<file path="src/rtl/wiper_pkg.sv">
package wiper_pkg;
  typedef enum logic [2:0] {
    OP_LOAD      = 3'd0,
    OP_FETCH     = 3'd1,
    OP_FETCH_ALL = 3'd2,
    OP_SAVE      = 3'd3,
    OP_SAVE_ALL  = 3'd4,
    OP_STORE     = 3'd5,
    OP_UP        = 3'd6,
    OP_DOWN      = 3'd7
  } wop_e;
endpackage

</file>
<file path="src/rtl/wiper_decode.sv">
module wiper_decode #(
  parameter int W = 6,
  localparam int TAPS = 1 << W
) (
  input  logic [W-1:0]    pos,
  output logic [TAPS-1:0] tap
);
  for (genvar k = 0; k < TAPS; k++) begin : g_tap
    assign tap[k] = (pos == W'(k));
  end
endmodule

</file>
<file path="src/rtl/wiper_chan.sv">
module wiper_chan #(
  parameter int W   = 6,
  parameter int NDR = 4,
  parameter int CH  = 0,
  localparam int IW   = (NDR > 1) ? $clog2(NDR) : 1,
  localparam int TAPS = 1 << W
) (
  input  logic                  clk,
  input  logic                  rst_n,
  input  logic                  por_n,
  input  logic                  ld_en,
  input  logic [W-1:0]          ld_val,
  input  logic                  up_en,
  input  logic                  dn_en,
  input  logic                  dr_we,
  input  logic [IW-1:0]         dr_idx,
  input  logic [W-1:0]          dr_val,
  output logic [W-1:0]          wcr_o,
  output logic [NDR-1:0][W-1:0] drs_o,
  output logic [TAPS-1:0]       tap_o
);
  localparam logic [W-1:0] TOP = {W{1'b1}};

  logic [NDR-1:0][W-1:0] dr;
  logic [W-1:0]          wcr;

  function automatic logic [W-1:0] init_val(input int i);
    int v;
    v = (7 * (NDR * CH + i) + 3) % TAPS;
    return v[W-1:0];
  endfunction

  // retained settings: only the power-on reset touches them
  always_ff @(posedge clk or negedge por_n) begin
    if (!por_n) begin
      for (int i = 0; i < NDR; i++) dr[i] <= init_val(i);
    end else if (dr_we) begin
      dr[dr_idx] <= dr_val;
    end
  end

  // volatile position: synchronous recall of setting 0
  always_ff @(posedge clk) begin
    if (!rst_n)                    wcr <= dr[0];
    else if (ld_en)                wcr <= ld_val;
    else if (up_en && wcr != TOP)  wcr <= wcr + W'(1);
    else if (dn_en && wcr != '0)   wcr <= wcr - W'(1);
  end

  assign wcr_o = wcr;
  assign drs_o = dr;

  wiper_decode #(.W(W)) u_dec (.pos(wcr), .tap(tap_o));
endmodule

</file>
<file path="src/rtl/wiper_ctrl.sv">
module wiper_ctrl
  import wiper_pkg::*;
#(
  parameter int W   = 6,
  parameter int NDR = 4,
  parameter int NCH = 2,
  localparam int IW = (NDR > 1) ? $clog2(NDR) : 1,
  localparam int CW = (NCH > 1) ? $clog2(NCH) : 1
) (
  input  logic                           clk,
  input  logic                           rst_n,
  input  logic                           cmd_valid,
  output logic                           cmd_ready,
  input  wop_e                           cmd_op,
  input  logic [CW-1:0]                  cmd_chan,
  input  logic [IW-1:0]                  cmd_idx,
  input  logic [W-1:0]                   cmd_data,
  input  logic                           bus_stop,
  input  logic                           wr_done,
  input  logic [NCH-1:0][W-1:0]          wcr_i,
  input  logic [NCH-1:0][NDR-1:0][W-1:0] drs_i,
  output logic [NCH-1:0]                 ld_en,
  output logic [NCH-1:0][W-1:0]          ld_val,
  output logic [NCH-1:0]                 up_en,
  output logic [NCH-1:0]                 dn_en,
  output logic [NCH-1:0]                 dr_we,
  output logic [IW-1:0]                  dr_idx,
  output logic [NCH-1:0][W-1:0]          dr_val
);
  logic                  stg_v, pnd_v;
  logic [NCH-1:0]        stg_mask, pnd_mask, sel;
  logic [NCH-1:0][W-1:0] stg_val, pnd_val;
  logic [IW-1:0]         pnd_idx;
  logic                  accept, apply;

  assign cmd_ready = !stg_v && !pnd_v;
  assign accept    = cmd_valid && cmd_ready;
  assign apply     = stg_v && bus_stop;

  for (genvar c = 0; c < NCH; c++) begin : g_sel
    assign sel[c] = (cmd_chan == CW'(c));
  end

  always_ff @(posedge clk or negedge rst_n) begin
    if (!rst_n) begin
      stg_v <= 1'b0; pnd_v <= 1'b0;
      stg_mask <= '0; pnd_mask <= '0;
      stg_val <= '0; pnd_val <= '0; pnd_idx <= '0;
    end else begin
      if (apply)            stg_v <= 1'b0;
      if (pnd_v && wr_done) pnd_v <= 1'b0;
      if (accept) begin
        unique case (cmd_op)
          OP_FETCH, OP_FETCH_ALL: begin
            stg_v    <= 1'b1;
            stg_mask <= (cmd_op == OP_FETCH_ALL) ? '1 : sel;
            for (int c = 0; c < NCH; c++) stg_val[c] <= drs_i[c][cmd_idx];
          end
          OP_SAVE, OP_SAVE_ALL, OP_STORE: begin
            pnd_v    <= 1'b1;
            pnd_mask <= (cmd_op == OP_SAVE_ALL) ? '1 : sel;
            pnd_idx  <= cmd_idx;
            for (int c = 0; c < NCH; c++)
              pnd_val[c] <= (cmd_op == OP_STORE) ? cmd_data : wcr_i[c];
          end
          default: ;
        endcase
      end
    end
  end

  always_comb begin
    for (int c = 0; c < NCH; c++) begin
      ld_en[c]  = (accept && cmd_op == OP_LOAD && sel[c]) || (apply && stg_mask[c]);
      ld_val[c] = apply ? stg_val[c] : cmd_data;
      up_en[c]  = accept && cmd_op == OP_UP && sel[c];
      dn_en[c]  = accept && cmd_op == OP_DOWN && sel[c];
      dr_we[c]  = pnd_v && wr_done && pnd_mask[c];
      dr_val[c] = pnd_val[c];
    end
    dr_idx = pnd_idx;
  end
endmodule

</file>
<file path="src/rtl/wiper_bank.sv">
module wiper_bank
  import wiper_pkg::*;
#(
  parameter int W   = 6,
  parameter int NDR = 4,
  parameter int NCH = 2,
  localparam int IW   = (NDR > 1) ? $clog2(NDR) : 1,
  localparam int CW   = (NCH > 1) ? $clog2(NCH) : 1,
  localparam int TAPS = 1 << W
) (
  input  logic                  clk,
  input  logic                  rst_n,
  input  logic                  por_n,
  input  logic                  cmd_valid,
  output logic                  cmd_ready,
  input  logic [2:0]            cmd_op,
  input  logic [CW-1:0]         cmd_chan,
  input  logic [IW-1:0]         cmd_idx,
  input  logic [W-1:0]          cmd_data,
  input  logic                  bus_stop,
  input  logic                  wr_done,
  input  logic [CW-1:0]         rd_chan,
  input  logic                  rd_wcr,
  input  logic [IW-1:0]         rd_idx,
  output logic [W-1:0]          rd_data,
  output logic [NCH*TAPS-1:0]   tap_o
);
  logic [NCH-1:0][W-1:0]          wcr, ld_val, dr_val;
  logic [NCH-1:0][NDR-1:0][W-1:0] drs;
  logic [NCH-1:0]                 ld_en, up_en, dn_en, dr_we;
  logic [IW-1:0]                  dr_idx;

  wiper_ctrl #(.W(W), .NDR(NDR), .NCH(NCH)) u_ctrl (
    .clk(clk), .rst_n(rst_n),
    .cmd_valid(cmd_valid), .cmd_ready(cmd_ready), .cmd_op(wop_e'(cmd_op)),
    .cmd_chan(cmd_chan), .cmd_idx(cmd_idx), .cmd_data(cmd_data),
    .bus_stop(bus_stop), .wr_done(wr_done),
    .wcr_i(wcr), .drs_i(drs),
    .ld_en(ld_en), .ld_val(ld_val), .up_en(up_en), .dn_en(dn_en),
    .dr_we(dr_we), .dr_idx(dr_idx), .dr_val(dr_val)
  );

  for (genvar c = 0; c < NCH; c++) begin : g_chan
    wiper_chan #(.W(W), .NDR(NDR), .CH(c)) u_chan (
      .clk(clk), .rst_n(rst_n), .por_n(por_n),
      .ld_en(ld_en[c]), .ld_val(ld_val[c]),
      .up_en(up_en[c]), .dn_en(dn_en[c]),
      .dr_we(dr_we[c]), .dr_idx(dr_idx), .dr_val(dr_val[c]),
      .wcr_o(wcr[c]), .drs_o(drs[c]),
      .tap_o(tap_o[c*TAPS +: TAPS])
    );
  end

  assign rd_data = rd_wcr ? wcr[rd_chan] : drs[rd_chan][rd_idx];
endmodule

</file>
<file path="config.mk">
export PLATFORM = sky130hd
export DESIGN_NAME = wiper_bank
export DESIGN_NICKNAME = d
export VERILOG_FILES = /design/src/rtl/wiper_pkg.sv /design/src/rtl/wiper_decode.sv /design/src/rtl/wiper_chan.sv /design/src/rtl/wiper_ctrl.sv /design/src/rtl/wiper_bank.sv
export SDC_FILE = /design/constraint.sdc
export NUM_CORES = 1
export LEC_CHECK = 0
export ABC_AREA = 1
export BUFFER_PORTS_ARGS = -buffer_cell sky130_fd_sc_hd__buf_4
export CAP_MARGIN = 20
export CORE_MARGIN = 1.5
export CORE_UTILIZATION = 45
export CTS_CLUSTER_DIAMETER = 40
export DETAILED_ROUTE_END_ITERATION = 6
export GPL_ROUTABILITY_DRIVEN = 0
export GPL_TIMING_DRIVEN = 0
export PLACE_DENSITY = 0.69
export SLEW_MARGIN = 25
export SYNTH_ARGS = -nofsm -noshare
export SYNTH_HDL_FRONTEND = slang
export SYNTH_SLANG_ARGS = --single-unit
</file>
<file path="constraint.sdc">
create_clock -name clk -period 2.1 [get_ports clk]
set_input_delay 0.21 -clock clk [delete_from_list [all_inputs] [get_ports clk]]
set_output_delay 0.21 -clock clk [all_outputs]
set_load 0.02 [all_outputs]
</file>
==> impl_metrics.json <==
{
  "run_status": "finished, final reports clean",
  "peakVddDrop_v": 0.000684,
  "synth-warning-count": 0,
  "synth_seq_cells": 92,
  "layout-drive-gt1-share_pct": 23.7,
  "power-per-cell-area_nw_per_um2": 950,
  "relSlewSlack_pct": 55.0,
  "drt_first_pass_iters": 5,
  "design.final.nets": 1126,
  "drt_wl_total_mm": 21.8,
  "grt_usage_pct": 30.3,
  "final_cell_mix": "sky130_fd_sc_hd__nand2_1 (182), sky130_fd_sc_hd__nor2_1 (179), sky130_fd_sc_hd__buf_4 (166), sky130_fd_sc_hd__o21ai_0 (126), sky130_fd_sc_hd__inv_1 (78)",
  "timing.critical_path.required_ns": 1.89,
  "largest_net_degree_at_the_start_of_global_routing": 49,
  "crit_family": "buffers and inverters",
  "std_cell_rows": 42,
  "p_int_uw": 4600,
  "critPathBufInv": 3,
  "cts_buffers": 9,
  "crit_path_max_fanout": 10,
  "drc_violations_left": 0,
  "place_ws_ns": 0.00436,
  "initial_utilization_pct": 46.7,
  "dr_total_vias": 6810,
  "achievable-frequency_mhz": 487,
  "drtAntennaViolNets": 0,
  "crit_slowest_cell": "sky130_fd_sc_hd__edfxtp_1",
  "clkLatencyLatePin_ns": 0.35,
  "net-switching-power_uw": 3070,
  "final.setup.worst_slack_ns": 0.0485,
  "port-buffer-count": 155,
  "area_growth_pct": 29.1,
  "ys_types": 41,
  "worst_setup_hold_path_clk_slew_ns": 0.06,
  "min_period_ns": 2.05,
  "syn-instance-count": 919,
  "die_span_in_y_um": 121,
  "synthesis.area_per_instance_um2": 6.80,
  "first_iter_violations": 591,
  "drv_cap": 0,
  "globalRouteOverflowTotal": 0,
  "post-route-period-util_pct": 97.7,
  "synth_sequential_area_ratio_pct": 38.2,
  "cp.arrival_ns": 1.84,
  "clock_buffer_depth": 2,
  "critPathKind": "flip-flop to primary output",
  "cp-end-kind": "primary output",
  "critical_path.startpoint_type": "flip-flop",
  "floorplan.die_area_um2": 14600,
  "min_path_type": "primary input to flip-flop",
  "clockPowerShare_pct": 22.6,
  "syn-num-nets": 951,
  "grt_pass1_vias": 6127,
  "tritoncts": "done",
  "grt_pass1_wl_mm": 33.8,
  "final_common_cell": "sky130_fd_sc_hd__nand2_1",
  "worst_pin_slew_ns": 0.669,
  "netlist_area_um2": 6250,
  "post_drt_wl_per_cell_um": 17.1,
  "clock_tree.root_cell": "sky130_fd_sc_hd__clkbuf_16",
  "fp.coreArea_um2": 13400,
  "cp_cell_sequence": "clkbuf_4, clkinvlp_4, nor2_1, a21oi_1, o21ai_0, buf_4",
  "final-max-slew-violation-count": 0,
  "max_stage_delay_ns": 0.42,
  "io_count": 157,
  "unrepaired_setup_endpoints_after_global_routing": "true",
  "timing.final.setup_violations": 0,
  "antenna_found_initial": 0,
  "netSwitchingFraction_pct": 40.0,
  "floorplan.die.width_um": 121,
  "cts.sinks": 92,
  "power_share_of_the_sequential_group_pct": 40.1,
  "detail_route.vias_per_cell": 5.34,
  "hold_violations": 0,
  "p_comb_share_pct": 37.3,
  "ctsHtreeMaxLevel": 3,
  "design_power_total_uw": 7670,
  "timing.clock.skew_ns": 0.00947,
  "place.detailed.hpwl_mm": 17.3,
  "antenna-diode-count": 0,
  "leakagePower_uw": 0.00378
}
-- logic make-up after synthesis --
kind of cell	after synthesis	share of synthesized area [%]
buffers and inverters	136	9.02
AO/OA/AOI/OAI	219	18.9
AND/OR/NAND/NOR	454	30.7
adder cells (fa/ha/maj)	10	2.00
flip-flops	92	38.2
XOR/XNOR	8	1.12
-- power by group through the flow --
stage	clock [µW]	sequential (µW)	combinational, µW
5_1_grt	1840	3140	3190
4_1_cts	1750	3060	2790
2_1_floorplan	0	2880	1910
6_report	1730	3080	2860
3_3_place_gp	0	3070	2720
3_5_place_dp	0	3090	2760
-- cell type report --
cell class / count / area, µm²
plain buffers: 47 / 230
clock buffers: 12 / 246
clock inverters: 4 / 72.6
fillers: 1336 / 5330
inverters: 89 / 344
multi-input cells: 691 / 3320
flip-flops and latches: 92 / 2390
well taps: 176 / 220
repair buffers: 164 / 1250
-- per-stage QoR --
step / utilization, % / hold slack [ns] / cell area (µm²) / cells / setup TNS (ns)
after floorplan: - / -0.0856 / 6250 / 919 / 0
after global placement: 57.0 / 0.173 / 7640 / 1250 / -0.111
after detailed placement: 57.0 / 0.180 / 7640 / 1250 / 0
after CTS: 59.7 / 0.0631 / 8000 / 1269 / 0
after global routing: 60.2 / 0.0732 / 8070 / 1275 / -0.0219
final: 60.2 / 0.0613 / 8070 / 1275 / 0
-- timing repair --
action	CTS	global route
endpoints found under the setup margin	25	37
pin swaps	0	1
hold buffers	3	0
setup buffers	0	6
resized for setup	4	11
endpoints found under the hold margin	57	0
-- sequential cells by signal, indices dropped and copies added, names as in the netlist --
name                 flops
u_ctrl.pnd_v             1
g_chan.u_chan.wcr_o     12
g_chan.u_chan.drs_o     48
u_ctrl.stg_val          12
u_ctrl.stg_mask          2
u_ctrl.pnd_mask          2
u_ctrl.dr_val           12
u_ctrl.stg_v             1
u_ctrl.dr_idx            2
-- routing by layer --
| layer | part of all wire [%] | global-route usage, % | vias to the layer above |
|---|---|---|---|
| li1 | - | - | 3342 |
| met1 | 40 | 37.6 | 3103 |
| met2 | 49 | 52.3 | 318 |
| met3 | 7.3 | 4.75 | 47 |
| met4 | 3.8 | 12.6 | 0 |
| met5 | 0 | 0 | - |
-- synthesized netlist by cell type --
library cell | count | area, µm²
sky130_fd_sc_hd__nand2_4 | 2 | 22.5
sky130_fd_sc_hd__o21ai_2 | 2 | 17.5
sky130_fd_sc_hd__nand3_4 | 1 | 17.5
sky130_fd_sc_hd__nor2_8 | 1 | 20.0
sky130_fd_sc_hd__clkinv_1 | 3 | 11.3
sky130_fd_sc_hd__dfrtp_1 | 57 | 1430
sky130_fd_sc_hd__dfstp_2 | 23 | 604
sky130_fd_sc_hd__nand3b_1 | 2 | 15.0
sky130_fd_sc_hd__xor2_1 | 4 | 35.0
sky130_fd_sc_hd__ha_1 | 10 | 125
sky130_fd_sc_hd__clkbuf_2 | 1 | 5.00
sky130_fd_sc_hd__edfxtp_1 | 12 | 360
sky130_fd_sc_hd__buf_1 | 1 | 3.75
sky130_fd_sc_hd__buf_2 | 15 | 75.1
sky130_fd_sc_hd__buf_6 | 1 | 11.3
sky130_fd_sc_hd__inv_1 | 82 | 308
sky130_fd_sc_hd__a21oi_1 | 48 | 240
sky130_fd_sc_hd__nor3_1 | 1 | 5.00
sky130_fd_sc_hd__dlygate4sd1_1 | 1 | 8.76
sky130_fd_sc_hd__nand2_2 | 7 | 43.8
sky130_fd_sc_hd__nor2_1 | 184 | 691
sky130_fd_sc_hd__a21oi_2 | 1 | 8.76
sky130_fd_sc_hd__nand4_1 | 7 | 43.8
sky130_fd_sc_hd__a31oi_1 | 10 | 62.6
sky130_fd_sc_hd__nor2_2 | 1 | 6.26
sky130_fd_sc_hd__o22ai_1 | 7 | 43.8
sky130_fd_sc_hd__o211ai_1 | 13 | 97.6
sky130_fd_sc_hd__buf_4 | 5 | 37.5
sky130_fd_sc_hd__inv_2 | 3 | 11.3
sky130_fd_sc_hd__clkbuf_1 | 23 | 86.3
sky130_fd_sc_hd__nor4_1 | 1 | 6.26
sky130_fd_sc_hd__inv_4 | 1 | 6.26
sky130_fd_sc_hd__a21oi_4 | 2 | 32.5
sky130_fd_sc_hd__o21ai_0 | 126 | 631
sky130_fd_sc_hd__nand2_1 | 184 | 691
sky130_fd_sc_hd__o21ai_1 | 10 | 50.1
sky130_fd_sc_hd__nor2_4 | 4 | 45.0
sky130_fd_sc_hd__nand3_1 | 54 | 270
sky130_fd_sc_hd__xnor2_1 | 4 | 35.0
sky130_fd_sc_hd__nand3_2 | 3 | 30.0
sky130_fd_sc_hd__and3_1 | 2 | 12.5
-- path summary, 6_finish.rpt --
kind	from	to	slack, ns	cells past startpoint
worst max-delay path	g_chan[0].u_chan.wcr_o[3]$_DFFE_PP_	rd_data[3]	0.05	6
worst min-delay path	bus_stop	u_ctrl.stg_v$_DFF_PN0_	0.06	2
worst max register to register	u_ctrl.pnd_v$_DFF_PN0_	g_chan[1].u_chan.wcr_o[0]$_DFFE_PP_	0.09	6
worst min register to register	g_chan[1].u_chan.drs_o[11]$_DFFE_PN1P_	g_chan[1].u_chan.drs_o[11]$_DFFE_PN1P_	0.49	2
max in group asynchronous	por_n	g_chan[1].u_chan.drs_o[6]$_DFFE_PN0P_	1.28	2
min in group asynchronous	rst_n	u_ctrl.dr_idx[0]$_DFFE_PN0P_	0.39	3
Power figures use the tool's default switching activity.
